[config.mk]
export PLATFORM = sky130hd
export DESIGN_NAME = cache_range_walker
export DESIGN_NICKNAME = d
export VERILOG_FILES = /design/src/rtl/walk_pkg.sv /design/src/rtl/walk_cmd_decode.sv /design/src/rtl/walk_range_check.sv /design/src/rtl/cache_range_walker.sv
export SDC_FILE = /design/constraint.sdc
export NUM_CORES = 1
export LEC_CHECK = 0
export ABC_AREA = 1
export BUFFER_PORTS_ARGS = -buffer_cell sky130_fd_sc_hd__buf_2
export CAP_MARGIN = 20
export CORE_ASPECT_RATIO = 0.75
export CORE_MARGIN = 5
export CORE_UTILIZATION = 59
export CTS_CLUSTER_SIZE = 12
export DETAILED_ROUTE_END_ITERATION = 8
export GPL_TIMING_DRIVEN = 0
export PLACE_DENSITY = 0.81
export SYNTH_ARGS = -nofsm -noshare
export SYNTH_HDL_FRONTEND = slang
export SYNTH_SLANG_ARGS = --single-unit
export TNS_END_PERCENT = 30
[constraint.sdc]
create_clock -name clk -period 3 [get_ports clk]
set_clock_uncertainty 0.15 [all_clocks]
set_input_delay 0 -clock clk [delete_from_list [all_inputs] [get_ports clk]]
set_output_delay 0 -clock clk [all_outputs]
set_load 0.005 [all_outputs]
[src/rtl/walk_pkg.sv]
package walk_pkg;

    typedef enum logic [1:0] {
        OP_NONE  = 2'd0,
        OP_CLEAN = 2'd1,
        OP_INV   = 2'd2,
        OP_FLUSH = 2'd3
    } line_op_e;

    localparam logic [2:0] CMD_LINE_CLEAN = 3'd0;
    localparam logic [2:0] CMD_LINE_FLUSH = 3'd1;
    localparam logic [2:0] CMD_LINE_INV   = 3'd2;
    localparam logic [2:0] CMD_RANGE_LO   = 3'd3;
    localparam logic [2:0] CMD_HI_CLEAN   = 3'd4;
    localparam logic [2:0] CMD_HI_INV     = 3'd5;
    localparam logic [2:0] CMD_HI_FLUSH   = 3'd6;
    localparam logic [2:0] CMD_INV_ALL    = 3'd7;

    typedef enum logic {
        ST_IDLE = 1'b0,
        ST_WALK = 1'b1
    } walk_state_e;

endpackage

[src/rtl/walk_cmd_decode.sv]
module walk_cmd_decode
    import walk_pkg::*;
(
    input  logic [2:0] cmd,
    output logic       is_lo,
    output logic       is_hi,
    output logic       is_single,
    output logic       is_all,
    output line_op_e   op
);
    always_comb begin
        is_lo     = 1'b0;
        is_hi     = 1'b0;
        is_single = 1'b0;
        is_all    = 1'b0;
        op        = OP_NONE;
        unique case (cmd)
            CMD_LINE_CLEAN: begin is_single = 1'b1; op = OP_CLEAN; end
            CMD_LINE_FLUSH: begin is_single = 1'b1; op = OP_FLUSH; end
            CMD_LINE_INV:   begin is_single = 1'b1; op = OP_INV;   end
            CMD_RANGE_LO:   begin is_lo     = 1'b1;                end
            CMD_HI_CLEAN:   begin is_hi     = 1'b1; op = OP_CLEAN; end
            CMD_HI_INV:     begin is_hi     = 1'b1; op = OP_INV;   end
            CMD_HI_FLUSH:   begin is_hi     = 1'b1; op = OP_FLUSH; end
            default:        begin is_all    = 1'b1; op = OP_INV;   end
        endcase
    end
endmodule

[src/rtl/walk_range_check.sv]
module walk_range_check #(
    parameter int LINE_W = 27,
    parameter int PAGE_LINE_BITS = 7
) (
    input  logic [LINE_W-1:0] lo_line,
    input  logic [LINE_W-1:0] hi_line,
    output logic              same_page,
    output logic              empty
);
    localparam int FRAME_W = LINE_W - PAGE_LINE_BITS;

    logic [FRAME_W-1:0] lo_frame_d;
    logic [FRAME_W-1:0] hi_frame_d;

    always_comb begin
        lo_frame_d = lo_line[LINE_W-1:PAGE_LINE_BITS];
        hi_frame_d = hi_line[LINE_W-1:PAGE_LINE_BITS];
        same_page  = (lo_frame_d == hi_frame_d);
        empty      = (lo_line > hi_line);
    end
endmodule

[src/rtl/cache_range_walker.sv]
module cache_range_walker
    import walk_pkg::*;
#(
    parameter int ADDR_W     = 32,
    parameter int LINE_BYTES = 32,
    parameter int PAGE_BYTES = 4096,
    parameter int NUM_SETS   = 16
) (
    input  logic              clk,
    input  logic              rst_n,
    input  logic              wr_en,
    input  logic [2:0]        wr_cmd,
    input  logic [ADDR_W-1:0] wr_data,
    output logic              req_valid,
    output logic [ADDR_W-1:0] req_addr,
    output logic [1:0]        req_op,
    output logic              req_by_set,
    input  logic              req_ack,
    output logic              stall,
    output logic              done,
    output logic              err
);
    localparam int OFF_W          = $clog2(LINE_BYTES);
    localparam int LINE_W         = ADDR_W - OFF_W;
    localparam int PAGE_LINE_BITS = $clog2(PAGE_BYTES) - OFF_W;
    localparam logic [LINE_W-1:0] LAST_SET = LINE_W'(NUM_SETS - 1);

    typedef struct packed {
        walk_state_e       st;
        logic [LINE_W-1:0] lo;
        logic [LINE_W-1:0] cur;
        logic [LINE_W-1:0] last;
        line_op_e          op;
        logic              by_set;
        logic              done;
        logic              err;
    } walk_regs_t;

    localparam walk_regs_t RESET_VAL = '{
        st: ST_IDLE, lo: '0, cur: '0, last: '0,
        op: OP_NONE, by_set: 1'b0, done: 1'b0, err: 1'b0
    };

    walk_regs_t r_d, r_q;

    logic              dec_lo, dec_hi, dec_single, dec_all;
    line_op_e          dec_op;
    logic [LINE_W-1:0] wr_line_d;
    logic              rng_same_page, rng_empty;

    assign wr_line_d = wr_data[ADDR_W-1:OFF_W];

    walk_cmd_decode u_dec (
        .cmd       (wr_cmd),
        .is_lo     (dec_lo),
        .is_hi     (dec_hi),
        .is_single (dec_single),
        .is_all    (dec_all),
        .op        (dec_op)
    );

    walk_range_check #(
        .LINE_W         (LINE_W),
        .PAGE_LINE_BITS (PAGE_LINE_BITS)
    ) u_rng (
        .lo_line   (r_q.lo),
        .hi_line   (wr_line_d),
        .same_page (rng_same_page),
        .empty     (rng_empty)
    );

    always_comb begin
        r_d      = r_q;
        r_d.done = 1'b0;
        r_d.err  = 1'b0;
        unique case (r_q.st)
            ST_IDLE: begin
                if (wr_en) begin
                    if (dec_lo) begin
                        r_d.lo = wr_line_d;
                    end else if (dec_single) begin
                        r_d.cur    = wr_line_d;
                        r_d.last   = wr_line_d;
                        r_d.op     = dec_op;
                        r_d.by_set = 1'b0;
                        r_d.st     = ST_WALK;
                    end else if (dec_all) begin
                        r_d.cur    = '0;
                        r_d.last   = LAST_SET;
                        r_d.op     = dec_op;
                        r_d.by_set = 1'b1;
                        r_d.st     = ST_WALK;
                    end else if (dec_hi) begin
                        if (!rng_same_page) begin
                            r_d.err = 1'b1;
                        end else if (rng_empty) begin
                            r_d.done = 1'b1;
                        end else begin
                            r_d.cur    = r_q.lo;
                            r_d.last   = wr_line_d;
                            r_d.op     = dec_op;
                            r_d.by_set = 1'b0;
                            r_d.st     = ST_WALK;
                        end
                    end
                end
            end
            default: begin
                if (req_ack) begin
                    if (r_q.cur == r_q.last) begin
                        r_d.st   = ST_IDLE;
                        r_d.done = 1'b1;
                    end else begin
                        r_d.cur = r_q.cur + LINE_W'(1);
                    end
                end
            end
        endcase
    end

    always_ff @(posedge clk) begin
        if (!rst_n) r_q <= RESET_VAL;
        else        r_q <= r_d;
    end

    assign stall      = (r_q.st == ST_WALK);
    assign req_valid  = (r_q.st == ST_WALK);
    assign req_addr   = {r_q.cur, {OFF_W{1'b0}}};
    assign req_op     = r_q.op;
    assign req_by_set = r_q.by_set;
    assign done       = r_q.done;
    assign err        = r_q.err;

endmodule

# --- Word level (Yosys, flattened, before mapping) ---
# Cells that the tools add are included.
word_totals:
  ff_bits: 87
  in_bits: 39
  output_inout_bits: 39
  elab_cells: 75
classes:
  addsub: 1
  order_cmp: 1
  eq_ne: 17
  muxes: 31
  n_bitwise: 6
  reduce_logical: 11
op_table:
  columns: ["operator", "n"]
  rows:
  - ["$mux 57", 3]
  - ["$mux 59", 2]
  - ["$mux 27", 4]
  - ["$mux 87", 1]
  - ["$mux 58", 1]
  - ["$add 27x1->27 const B", 1]
  - ["$eq 27x27->1", 1]
  - ["$gt 27x27->1", 1]
  - ["$eq 20x20->1", 1]
  - ["$mux 1", 17]
  - ["$reduce_or 7->1", 2]
  - ["$eq 3x3->1 const B", 3]
  - ["$ne 4x1->1 const B", 2]
  - ["$reduce_and 7->1", 1]
  - ["$eq 3x2->1 const B", 2]
  - ["$ne 2x2->1 const B", 3]
  - ["$ne 3x1->1 const B", 2]
  - ["$not 1->1", 6]
  - ["$pmux 2 s3", 1]
  - ["$reduce_and 6->1", 1]
  - ["$reduce_or 3->1", 2]
  - ["$mux 2", 2]
  - ["$ne 4x4->1 const B", 1]
  - ["$reduce_or 2->1", 2]
  - ["5 further kinds", 5]

# --- Longest topological paths before layout ---
logic_depth:
  word_depth: 11
  depth_mapped: 17
  mapped_depth_nobuf: 17

# --- Hierarchy ---
# From an unflattened synthesis, not the netlist that was laid out.
hier_totals:
  hier_cells: 951
  hier_area_um2: 6022.0
modules_own_cells:
  columns: ["module", "n_inst", "cells_each", "area_per_inst_um2", "seq_area_each_um2"]
  rows:
  - ["cache_range_walker", 1, 810, 5182.5, 1741.7]
  - ["walk_range_check", 1, 131, 790.8, 0.0]
  - ["walk_cmd_decode", 1, 10, 48.8, 0.0]

# --- Worst setup path after synthesis ---
# No wires, ideal clock.
synth_timing:
  kind: "flip-flop to flip-flop"
  from: "register r_q[73] (netlist bit)"
  to: "register r_q[23] (netlist bit)"
  setup_time_ns: 0.113
  arrival_time_ns: 1.780
  required_ns: 2.737
  slack_ns: 0.956
  stages_incl_launch_ff: 13
  path_buffers: 1
  synth_period_minus_slack_ns: 2.044
  path_cell_list: "dfxtp_1 > ha_1 > nand2_2 > nor2_4 > nand2_2 > nor3_4 > nor3b_4 > nand2_2 > nand2_8 > inv_6 > buf_6 > nor2_2 > nor2_1"
synth_between:
  elab_chain_len: 3
  elab_cells_between_ends: 5
  classes_between: "1 x order compare; 3 x eq/ne; 1 x reduce/logical"
synth_rtl:
  columns: ["element", "line_no", "text"]
  rows:
  - ["start, declared", "cache_range_walker.sv:44", "walk_regs_t r_d, r_q;"]
  - ["start signal, assigned", "cache_range_walker.sv:123", "else r_q <= r_d;"]
  - ["$gt 27x27->1 / $eq 20x20->1 (equally long branches)", "walk_range_check.sv:19, walk_range_check.sv:18", null]
  - ["$ne 3x3->1 (no source line) / $ne 3x1->1 (equally long branches)", null, null]
  - ["$reduce_and 6->1 (no source line) *", null, null]
# Every way passes the cells marked *; elsewhere a longest branch is shown, timed or not.
# A chain may end at the register's enable or synchronous reset.

# --- Final worst setup path ---
layout_timing:
  from: "register r_q (netlist bit req_valid)"
  to: "register r_q[72] (netlist bit)"
layout_between:
  elab_chain_len: 2
layout_rtl:
  columns: ["element"]
  rows:
  - ["$not 1->1 (no source line)"]
  - ["$reduce_and 3->1 (no source line)"]
# Every way passes these cells.

==> out/results.txt <==
Fmax -> 0.372 GHz
Post-layout minimum cycle time -> 2690 ps
Initial antenna violation count -> 0
Area leader, netlist -> dfxtp_1
R2r endpoint -> r_q[72]$_SDFFE_PN0P_
Slowest cell delay on critical path -> 600 ps
Synth-to-layout area growth -> 20.9%
Mux cell area share after synthesis -> 0%
I/O Buffers -> 66
Largest net degree at the start of global routing -> 16
Lkg Pwr -> 3.49 nW
Total GRT Usage -> 29.8%
Post-synth ARST share -> 0%
Part of the cycle the worst path needs -> 89.7%
Post-synth EDFFs -> 0
Hold Slack -> 23.3 ps
Final WL -> 18.8 mm
Global-route wire length before repair -> 29.6 mm
Worst EP required -> 3130 ps
Peak VDD IR -> 0.314 mV
Reg-to-Reg Start -> req_valid$_SDFF_PN0_
Status -> complete, no violations
Max FO, Critical Path -> 10
Post-DRT Antenna Nets -> 0
Crit-path cells -> nor2_1 > inv_1 > nor2_2 > clkbuf_1 > o21ai_0 > a21oi_1 > dlygate4sd3_1
Avg WL per Cell -> 15.9 microns
Placement Cell Area -> 0.00662 sq mm
Setup TNS -> 0 ps
Syn avg cell area -> 6.65 sq um
Share of layout cells above drive strength 1 -> 18.4%
Worst Path Class, Setup -> flop to flop
R2R Setup Slk -> 310 ps
Core Rows -> 32
Placeable Area -> 0.0102 sq mm
Vias per Instance -> 5.51
Chip Height -> 98.1 microns
Worst-Skew Late Latency -> 350 ps
Max-cap violations -> 0
Slew Limit Fails -> 0
Xor and xnor area share after synthesis -> 4.88%
Diodes inserted -> 0
Final setup viols -> 0
Critical path's slowest cell -> dlygate4sd3_1
Die area -> 0.0125 sq mm
# DRC -> 0
Compound-Gate Fraction of Synth Area -> 14.8%
Hold Crit Class -> primary input to flop
Final HPWL DP -> 13.8 mm
Num CTS Buffers -> 9
Number of setup buffers added after CTS -> 0
Max Root-Sink Buffers -> 2
Cells after synthesis -> 917
Synth unique cells -> 44
Worst slew pin tran -> 609 ps
Cell area after synthesis -> 0.00610 sq mm
RSZ-0062 raised after global routing -> no
CP Data Arrival Time -> 2820 ps
Clock root cell -> clkbuf_16
Vias in the first global route -> 5,764
Slew headroom -> 59.0%
CP delay by family, top -> buffers and inverters
Post-synth top area share -> 28.6%
Worst setup SP type -> flop
Worst-path clk slew -> 70 ps
Most frequent cells in the layout -> nand2_1 (188), nor2_1 (135), dfxtp_1 (87)
Hold Crit Start -> rst_n
TritonCTS Sinks -> 87
Synth top area cells -> dfxtp_1 (29%), nand2_1 (12%), nor2_1 (8.4%)
Main combinational cell family by area after synthesis -> simple AND/OR/NAND/NOR gates
Power Density -> 451 mW/mm^2
Grt ovf -> 0
Routed via count -> 6,528
Io pins -> 78
Placer Congestion -> 0.968
Area share of and/or/nand/nor cells after synthesis -> 32.7%
Post-Synth Adder-Cell Area -> 5.74%
Sequential element share of the synthesized area -> 28.6%
WHS Endpoint -> r_q[64]$_SDFFE_PN0P_
Util after Layout -> 72.2%
DR pass1 iterations -> 6
Most common cell after layout, fill and taps aside -> nand2_1
# nets final -> 1,110
Crit end category -> flop
Chip Width -> 127 microns
Leading register cell type out of synthesis -> dfxtp_1
Hold Crit Depth -> 3
Final Cell Area -> 0.00737 sq mm
Final Hold Viols -> 0
H-tree depth -> 3
#FFs+latches synth -> 87
Tot Pwr -> 0.00332 W
DRT iter0 DRCs -> 685
Initial Util -> 59.7%
Yosys warns -> 0
FF-to-FF path depth -> 7
CTS tree -> yes
Crit path buffers/inverters -> 3
## area by class of cell
class | count | area, sq um
Multi-Input combinational cell | 685 | 3570
Fill cell | 872 | 2840
Sequential cell | 87 | 1740
Timing Repair Buffer | 111 | 781
Buffer | 75 | 524
Inverter | 74 | 283
Clock buffer | 10 | 239
Tap cell | 136 | 170
Clock inverter | 6 | 67.6
## synthesized netlist by cell type, types with 2 or more instances
| library cell | number |
|---|---|
| a21o_1 | 4 |
| a21oi_1 | 78 |
| a22oi_1 | 3 |
| buf_2 | 9 |
| buf_4 | 39 |
| buf_6 | 8 |
| buf_8 | 2 |
| clkbuf_1 | 14 |
| clkbuf_2 | 2 |
| dfxtp_1 | 87 |
| ha_1 | 28 |
| inv_1 | 71 |
| inv_2 | 2 |
| nand2_1 | 188 |
| nand2_2 | 10 |
| nand3_1 | 48 |
| nand3b_1 | 9 |
| nand4_1 | 7 |
| nor2_1 | 136 |
| nor2_2 | 25 |
| nor2_4 | 2 |
| nor3_1 | 12 |
| nor3_4 | 2 |
| o211ai_1 | 2 |
| o21ai_0 | 55 |
| o21ai_1 | 23 |
| o22ai_1 | 2 |
| xnor2_1 | 27 |
| xor2_1 | 7 |
## tightest hold or removal path, delay by kind of cell
family	cells	cell delay [ps]
buffers and inverters	1	270
AOI/OAI and AO/OA	2	210
## per-layer routing
layer  global-route usage [%]  vias to the layer above  part of all wire [%]
li1                         -                     3191                     -
met1                     43.1                     2956                    44
met3                     7.22                       25                    12
met4                     7.75                        0                   1.5
met5                        0                        -                     0
met2                     44.4                      356                    43
## power breakdown
part	internal, W	switching (W)	total (W)
Clock	0.000673	0.000494	0.00117
Sequential	0.00124	0.000107	0.00135
Combinational	0.000361	0.000447	0.000809
Total	0.00228	0.00105	0.00332
## metrics by stage
| step | instances | setup WS (ps) |
|---|---|---|
| 6_report | 1184 | 309 |
| 5_1_grt | 1184 | 170 |
| 4_1_cts | 1184 | 278 |
| 3_5_place_dp | 1123 | 573 |
| 3_3_place_gp | 1123 | 562 |
| 2_1_floorplan | 921 | 956 |
## repair_timing
item	CTS	global route
endpoints found under the hold margin	65	0
hold buffers	45	0
setup endpoints to repair	0	1
gates resized for setup	0	1
## cell families (layout without fill, tap and decap cells)
family | after synthesis | count (layout)
xor gates and xnor gates | 34 | 34
DFF | 87 | 87
and+or+nand+nor | 447 | 447
AOI/OAI and AO/OA | 171 | 171
buffers and inverters | 149 | 276
other | 1 | 5
adders and majority gates | 28 | 28
## worst max-delay path by stage
stage / start / end / slack [ps] / cells after the start
finish: req_valid$_SDFF_PN0_ / r_q[72]$_SDFFE_PN0P_ / 310 / 7
global route: req_valid$_SDFF_PN0_ / r_q[72]$_SDFFE_PN0P_ / 170 / 7
CTS: req_valid$_SDFF_PN0_ / r_q[73]$_SDFFE_PN0P_ / 280 / 6
detailed placement: req_addr[5]$_SDFFE_PN0P_ / req_addr[13]$_SDFFE_PN0P_ / 570 / 12
global placement: req_addr[5]$_SDFFE_PN0P_ / req_addr[13]$_SDFFE_PN0P_ / 560 / 12
floorplan: r_q[73]$_SDFFE_PN0P_ / r_q[23]$_SDFFE_PN0P_ / 960 / 12
## state kept, by name, summed over array words and instances, names as in the netlist
name / flops
req_by_set: 1
req_valid: 1
done: 1
req_op: 2
r_q: 54
req_addr: 27
err: 1
(Power assumes the default switching activity.)
